**config.mk**
```make
export PLATFORM = sky130hd
export DESIGN_NAME = lnk_retrain_ctrl
export DESIGN_NICKNAME = d
export VERILOG_FILES = /design/src/rtl/lrc_pkg.sv /design/src/rtl/lrc_cmd_dec.sv /design/src/rtl/lrc_speed_trk.sv /design/src/rtl/lrc_bw_sts.sv /design/src/rtl/lnk_retrain_ctrl.sv
export SDC_FILE = /design/constraint.sdc
export NUM_CORES = 1
export LEC_CHECK = 0
export BUFFER_PORTS_ARGS = -buffer_cell sky130_fd_sc_hd__buf_2
export CAP_MARGIN = 40
export CORE_MARGIN = 3
export CORE_UTILIZATION = 31
export CTS_CLUSTER_DIAMETER = 40
export DETAILED_ROUTE_END_ITERATION = 8
export GPL_ROUTABILITY_DRIVEN = 0
export PLACE_DENSITY = 0.81
export SLEW_MARGIN = 20
export SYNTH_ARGS = -nofsm -noshare
export SYNTH_HDL_FRONTEND = slang
export SYNTH_SLANG_ARGS = --single-unit
```
**constraint.sdc**
```tcl
create_clock -name clk_i -period 1.2 [get_ports clk_i]
set_clock_uncertainty 0.1 [all_clocks]
set_input_delay 0.18 -clock clk_i [delete_from_list [all_inputs] [get_ports clk_i]]
set_output_delay 0.18 -clock clk_i [all_outputs]
set_load 0.005 [all_outputs]
```
**src/rtl/lrc_pkg.sv**
```systemverilog
package lrc_pkg;

    typedef logic [3:0] speed_t;

    localparam speed_t SPD_2G5 = 4'd1;
    localparam speed_t SPD_5G0 = 4'd2;

    // write-data bit positions decoded by this block
    localparam int LRET_BIT = 5;   // link control: retrain to Recovery
    localparam int HASD_BIT = 11;  // link control: ignored, reads zero
    localparam int FRET_BIT = 0;   // PHY state: full retrain to Detect
    localparam int BWS_BIT  = 15;  // link status: bandwidth-change status
    localparam int CLS_W    = 4;   // link status: current speed width

endpackage

```
**src/rtl/lrc_cmd_dec.sv**
```systemverilog
module lrc_cmd_dec (
    input  logic clk_i,
    input  logic rst_ni,
    input  logic port_dsp_i,
    input  logic reg_unlock_i,
    input  logic lctl_we_i,
    input  logic lret_bit_i,
    input  logic phyls_we_i,
    input  logic fret_bit_i,
    output logic go_rec_o,
    output logic go_det_o
);

    typedef struct packed {
        logic rec;
        logic det;
    } cmd_st_t;

    cmd_st_t st_d, st_q;
    logic    lret_hit, fret_hit, lret_ok;

    always_comb begin
        lret_hit = lctl_we_i & lret_bit_i;
        fret_hit = phyls_we_i & fret_bit_i;
        // upstream ports need the unlock bit, downstream ports do not
        lret_ok  = lret_hit & (port_dsp_i | reg_unlock_i);
        st_d     = '0;
        st_d.det = fret_hit;
        st_d.rec = lret_ok & ~fret_hit;
    end

    always_ff @(posedge clk_i) begin
        if (!rst_ni) begin
            st_q <= '0;
        end else begin
            st_q <= st_d;
        end
    end

    assign go_rec_o = st_q.rec;
    assign go_det_o = st_q.det;

    p_locked_up_r1: assert property (@(posedge clk_i) disable iff (!rst_ni)
        (lctl_we_i && lret_bit_i && !port_dsp_i && !reg_unlock_i) |=> !go_rec_o);

    p_down_any_r2: assert property (@(posedge clk_i) disable iff (!rst_ni)
        (lctl_we_i && lret_bit_i && port_dsp_i && !(phyls_we_i && fret_bit_i)) |=> go_rec_o);

    p_full_detect_r3: assert property (@(posedge clk_i) disable iff (!rst_ni)
        (phyls_we_i && fret_bit_i) |=> (go_det_o && !go_rec_o));

    p_excl_r4: assert property (@(posedge clk_i) disable iff (!rst_ni)
        $onehot0({go_rec_o, go_det_o}));

    p_single_r4: assert property (@(posedge clk_i) disable iff (!rst_ni)
        (go_rec_o && !(lctl_we_i && lret_bit_i)) |=> !go_rec_o);

endmodule

```
**src/rtl/lrc_speed_trk.sv**
```systemverilog
module lrc_speed_trk
    import lrc_pkg::*;
#(
    parameter speed_t TGT_SPEED = SPD_5G0
) (
    input  logic   clk_i,
    input  logic   rst_ni,
    input  logic   train_done_i,
    input  speed_t train_speed_i,
    input  logic   partner_up_i,
    input  logic   go_rec_i,
    input  logic   go_det_i,
    output speed_t cur_speed_o,
    output speed_t speed_cap_o,
    output logic   dngr_o
);

    typedef struct packed {
        speed_t cur;
        logic   lock;
    } spd_st_t;

    spd_st_t st_d, st_q;
    logic    release_ev;

    always_comb begin
        st_d       = st_q;
        dngr_o     = train_done_i && (st_q.cur == SPD_5G0) && (train_speed_i == SPD_2G5);
        release_ev = partner_up_i | go_rec_i | go_det_i;
        if (train_done_i) begin
            st_d.cur = train_speed_i;
        end
        if (dngr_o) begin
            st_d.lock = 1'b1;
        end else if (release_ev) begin
            st_d.lock = 1'b0;
        end
    end

    always_ff @(posedge clk_i) begin
        if (!rst_ni) begin
            st_q.cur  <= TGT_SPEED;
            st_q.lock <= 1'b0;
        end else begin
            st_q <= st_d;
        end
    end

    assign cur_speed_o = st_q.cur;
    assign speed_cap_o = st_q.lock ? SPD_2G5 : TGT_SPEED;

    p_cur_follow_r8: assert property (@(posedge clk_i) disable iff (!rst_ni)
        train_done_i |=> (cur_speed_o == $past(train_speed_i)));

    p_cur_hold_r8: assert property (@(posedge clk_i) disable iff (!rst_ni)
        !train_done_i |=> $stable(cur_speed_o));

    p_cap_drop_r7: assert property (@(posedge clk_i) disable iff (!rst_ni)
        (train_done_i && cur_speed_o == SPD_5G0 && train_speed_i == SPD_2G5) |=> (speed_cap_o == SPD_2G5));

    p_cap_hold_r7: assert property (@(posedge clk_i) disable iff (!rst_ni)
        (speed_cap_o == SPD_2G5 && !partner_up_i && !go_rec_i && !go_det_i) |=> (speed_cap_o == SPD_2G5));

endmodule

```
**src/rtl/lrc_bw_sts.sv**
```systemverilog
module lrc_bw_sts (
    input  logic clk_i,
    input  logic rst_ni,
    input  logic dngr_i,
    input  logic port_dsp_i,
    input  logic clr_i,
    output logic bw_o
);

    typedef struct packed {
        logic bw;
    } bw_st_t;

    bw_st_t st_d, st_q;
    logic   set_ev;

    always_comb begin
        set_ev = dngr_i & port_dsp_i;
        st_d   = st_q;
        if (set_ev) begin
            st_d.bw = 1'b1;          // a new event beats a same-cycle clear
        end else if (clr_i) begin
            st_d.bw = 1'b0;
        end
    end

    always_ff @(posedge clk_i) begin
        if (!rst_ni) begin
            st_q <= '0;
        end else begin
            st_q <= st_d;
        end
    end

    assign bw_o = st_q.bw;

    p_set_dsp_r5: assert property (@(posedge clk_i) disable iff (!rst_ni)
        (dngr_i && port_dsp_i) |=> bw_o);

    p_no_set_ups_r5: assert property (@(posedge clk_i) disable iff (!rst_ni)
        (!bw_o && !(dngr_i && port_dsp_i)) |=> !bw_o);

    p_w1c_r6: assert property (@(posedge clk_i) disable iff (!rst_ni)
        (clr_i && !(dngr_i && port_dsp_i)) |=> !bw_o);

    p_sticky_r6: assert property (@(posedge clk_i) disable iff (!rst_ni)
        (bw_o && !clr_i) |=> bw_o);

endmodule

```
**src/rtl/lnk_retrain_ctrl.sv**
```systemverilog
module lnk_retrain_ctrl
    import lrc_pkg::*;
#(
    parameter int     DATA_W    = 16,
    parameter speed_t TGT_SPEED = SPD_5G0
) (
    input  logic              clk_i,
    input  logic              rst_ni,
    input  logic              port_dsp_i,
    input  logic              reg_unlock_i,
    input  logic              lctl_we_i,
    input  logic              lsts_we_i,
    input  logic              phyls_we_i,
    input  logic [DATA_W-1:0] wr_data_i,
    input  logic              partner_up_i,
    input  logic              train_done_i,
    input  logic [3:0]        train_speed_i,
    output logic              go_recovery_o,
    output logic              go_detect_o,
    output logic [3:0]        speed_cap_o,
    output logic [DATA_W-1:0] lsts_o
);

    localparam int STS_W = DATA_W;

    logic   go_rec, go_det, dngr, bw;
    speed_t cur_speed, cap;
    logic   unused_wr_bits;

    // the speed-disable bit and all undefined bits are dropped here
    assign unused_wr_bits = ^{wr_data_i, wr_data_i[HASD_BIT]};

    lrc_cmd_dec u_cmd (
        .clk_i        (clk_i),
        .rst_ni       (rst_ni),
        .port_dsp_i   (port_dsp_i),
        .reg_unlock_i (reg_unlock_i),
        .lctl_we_i    (lctl_we_i),
        .lret_bit_i   (wr_data_i[LRET_BIT]),
        .phyls_we_i   (phyls_we_i),
        .fret_bit_i   (wr_data_i[FRET_BIT]),
        .go_rec_o     (go_rec),
        .go_det_o     (go_det)
    );

    lrc_speed_trk #(
        .TGT_SPEED (TGT_SPEED)
    ) u_spd (
        .clk_i         (clk_i),
        .rst_ni        (rst_ni),
        .train_done_i  (train_done_i),
        .train_speed_i (train_speed_i),
        .partner_up_i  (partner_up_i),
        .go_rec_i      (go_rec),
        .go_det_i      (go_det),
        .cur_speed_o   (cur_speed),
        .speed_cap_o   (cap),
        .dngr_o        (dngr)
    );

    lrc_bw_sts u_bw (
        .clk_i      (clk_i),
        .rst_ni     (rst_ni),
        .dngr_i     (dngr),
        .port_dsp_i (port_dsp_i),
        .clr_i      (lsts_we_i & wr_data_i[BWS_BIT]),
        .bw_o       (bw)
    );

    always_comb begin
        lsts_o                = '0;
        lsts_o[CLS_W-1:0]     = cur_speed;
        lsts_o[BWS_BIT]       = bw;
    end

    assign go_recovery_o = go_rec;
    assign go_detect_o   = go_det;
    assign speed_cap_o   = cap;

    p_rsvd_zero_r10: assert property (@(posedge clk_i) disable iff (!rst_ni)
        (lsts_o & ~(STS_W'(1) << BWS_BIT) & ~STS_W'((1 << CLS_W) - 1)) == '0);

endmodule

```
==> impl_metrics.json <==
{
  "arrival_ns": 0.75,
  "avgSynthCellArea_um2": 9.37,
  "io_buffers": 24,
  "synth_top_area_frac": 0.364,
  "post_cts_buffers": 0,
  "synth-warning-count": 0,
  "fin_crit_sh": 0.856,
  "nets": 103,
  "cpLargestDelayFamily": "flip-flops",
  "cts_buffers": 3,
  "grt_pass1_wl_um": 1370,
  "synth_top_area_cell": "dfxtp_1",
  "die_w_um": 43.7,
  "grt_pass1_vias": 349,
  "routedWlPerCell_um": 10.1,
  "grt_max_degree": 9,
  "setup_viol": 0,
  "antenna_found_initial": 0,
  "dp_hpwl_um": 708,
  "clk_latency_ns": 0.25,
  "layout_min_cycle_time_ns": 1.03,
  "pwr-share-clk": 0.352,
  "die_h_um": 43.7,
  "p_switching_mw": 0.133,
  "p_comb_frac": 0.147,
  "drtPass1Iterations": 4,
  "synth_area_um2": 440,
  "vias": 370,
  "ir_drop_mv": 0.447,
  "status": "finished clean",
  "ys_ff_latch": 8,
  "grt_usage": 0.103,
  "cts_tree": "built",
  "drv_cap": 0,
  "p_sw_frac": 0.234,
  "crit_buf_inv": 1,
  "fp-row-count": 12,
  "n_antenna_cell": 0,
  "seq_power_share": 0.501,
  "setup-tns-final_ns": 0,
  "htreeDepth": 1,
  "drive_gt1_frac": 0.389,
  "clk_pin_slew_worst_paths_ns": 0.05,
  "yosys-top-cells-area": "dfxtp_1 36%, buf_4 24%, mux2i_1 9.1%",
  "cp-start-kind": "flip-flop",
  "wl_um": 867,
  "slowest_stage": "dfxtp_1",
  "fp.coreArea_um2": 1220,
  "clock_path_buffers": 2,
  "ys_seq_area_frac": 0.364,
  "final_antenna_net_count": 0,
  "crit_type": "flip-flop to output port",
  "cts-root-buf": "clkbuf_4",
  "overflow": 0,
  "end_kind": "output port",
  "syn_to_final_growth_pct": 22.4,
  "initialDrtViolationCount": 4,
  "route.detailed.drc": 0,
  "worstPathRequired_ns": 0.92,
  "drv_slew": 0,
  "dieArea_um2": 1910,
  "path_cells": "buf_2",
  "fmax_ghz": 0.974,
  "p_per_area_nw_per_um2": 1050,
  "io_pins": 51,
  "synth_cell_types": 18,
  "hp-class": "input port to flip-flop",
  "post_cts_resized": 0,
  "start_util": 0.362,
  "hold_viol": 0,
  "rsz0062_at_grt": "false",
  "viasPerCell": 4.30,
  "cpPeakStageDelay_ns": 0.37,
  "path_max_fanout": 3,
  "leakagePower_nw": 0.289,
  "cts_sinks": 8,
  "cts_hold_buf": 1,
  "syn_inst": 47,
  "p_total_mw": 0.568,
  "p_int_mw": 0.435
}
==> cell usage after synthesis <==
cell type   n
and4bb_1    1
nand2_1     3
a21boi_1    1
a31oi_1     1
a211oi_1    1
inv_1       1
conb_1      1
mux2i_1     4
buf_4      14
buf_6       1
nor2b_1     4
nand4_1     1
nand3_1     1
dfxtp_1     8
and3_1      1
nor4b_1     1
nor3b_2     1
nor2_1      2
==> layout make-up <==
cell class / instances / area [µm²]
clock buffer: 3 / 22.5
multi-input combinational: 35 / 205
tap: 14 / 17.5
timing repair buffer: 25 / 130
sequential: 8 / 160
fill: 126 / 677
inverter: 1 / 3.75
==> routing by layer <==
| layer | vias to the layer above | GRT usage | share of wire |
|---|---|---|---|
| li1 | 180 | - | - |
| met1 | 156 | 0.106 | 0.35 |
| met2 | 30 | 0.148 | 0.44 |
| met3 | 4 | 0.0456 | 0.17 |
| met4 | 0 | 0.108 | 0.040 |
| met5 | - | 0 | 0 |
==> registers in the layout, indices dropped and copies added, names as in the netlist <==
register	cells
u_cmd.go_det_o	1
u_spd.cur_speed_o	4
u_spd.st_q	1
u_bw.bw_o	1
u_cmd.go_rec_o	1
==> metrics by stage <==
| stage | setup slack, ns | util | instance area, µm² | hold WS (ns) | std cells |
|---|---|---|---|---|---|
| after floorplan | 0.259 | - | 485 | 0.142 | 59 |
| after global placement | 0.230 | 0.417 | 507 | 0.269 | 82 |
| after detailed placement | 0.211 | 0.417 | 507 | 0.276 | 82 |
| after CTS | 0.159 | 0.443 | 539 | 0.000870 | 86 |
| after global routing | 0.110 | 0.443 | 539 | 0.00854 | 86 |
| final | 0.173 | 0.443 | 539 | 0.0138 | 86 |
==> power groups by stage <==
stage	logic [mW]	registers, mW	clock network [mW]
2_1_floorplan	0.0713	0.290	0
3_3_place_gp	0.0790	0.289	0
3_5_place_dp	0.0807	0.290	0
4_1_cts	0.0835	0.284	0.215
5_1_grt	0.0954	0.286	0.233
6_report	0.0836	0.285	0.200
==> cell families after synthesis <==
group	count (synthesis)	synth area share
mux	4	0.0909
buf+inv	16	0.273
flops	8	0.364
other cells	1	0.00851
compound gates	3	0.0483
simple gates	15	0.216
==> placed cells by master, fill, tap and decap left out, types with 2 or more instances in the layout <==
cell type,synthesis,final
nand2_1,3,3
clkbuf_4,0,3
nor2b_1,4,4
conb_1,1,13
nor2_1,2,2
dfxtp_1,8,8
mux2i_1,4,4
buf_2,0,24
==> path summary, 6_finish.rpt <==
check / from / cells after the start / slack [ns] / to
max: u_spd.cur_speed_o[2]$_SDFFE_PN0P_ / 1 / 0.17 / lsts_o[2]
min: phyls_we_i / 2 / 0.01 / u_cmd.go_rec_o$_SDFF_PN0_
max reg2reg: u_cmd.go_rec_o$_SDFF_PN0_ / 3 / 0.19 / u_spd.st_q[0]$_SDFFE_PN0P_
min reg2reg: u_bw.bw_o$_SDFFE_PN0P_ / 2 / 0.35 / u_bw.bw_o$_SDFFE_PN0P_
(Power assumes the default switching activity.)
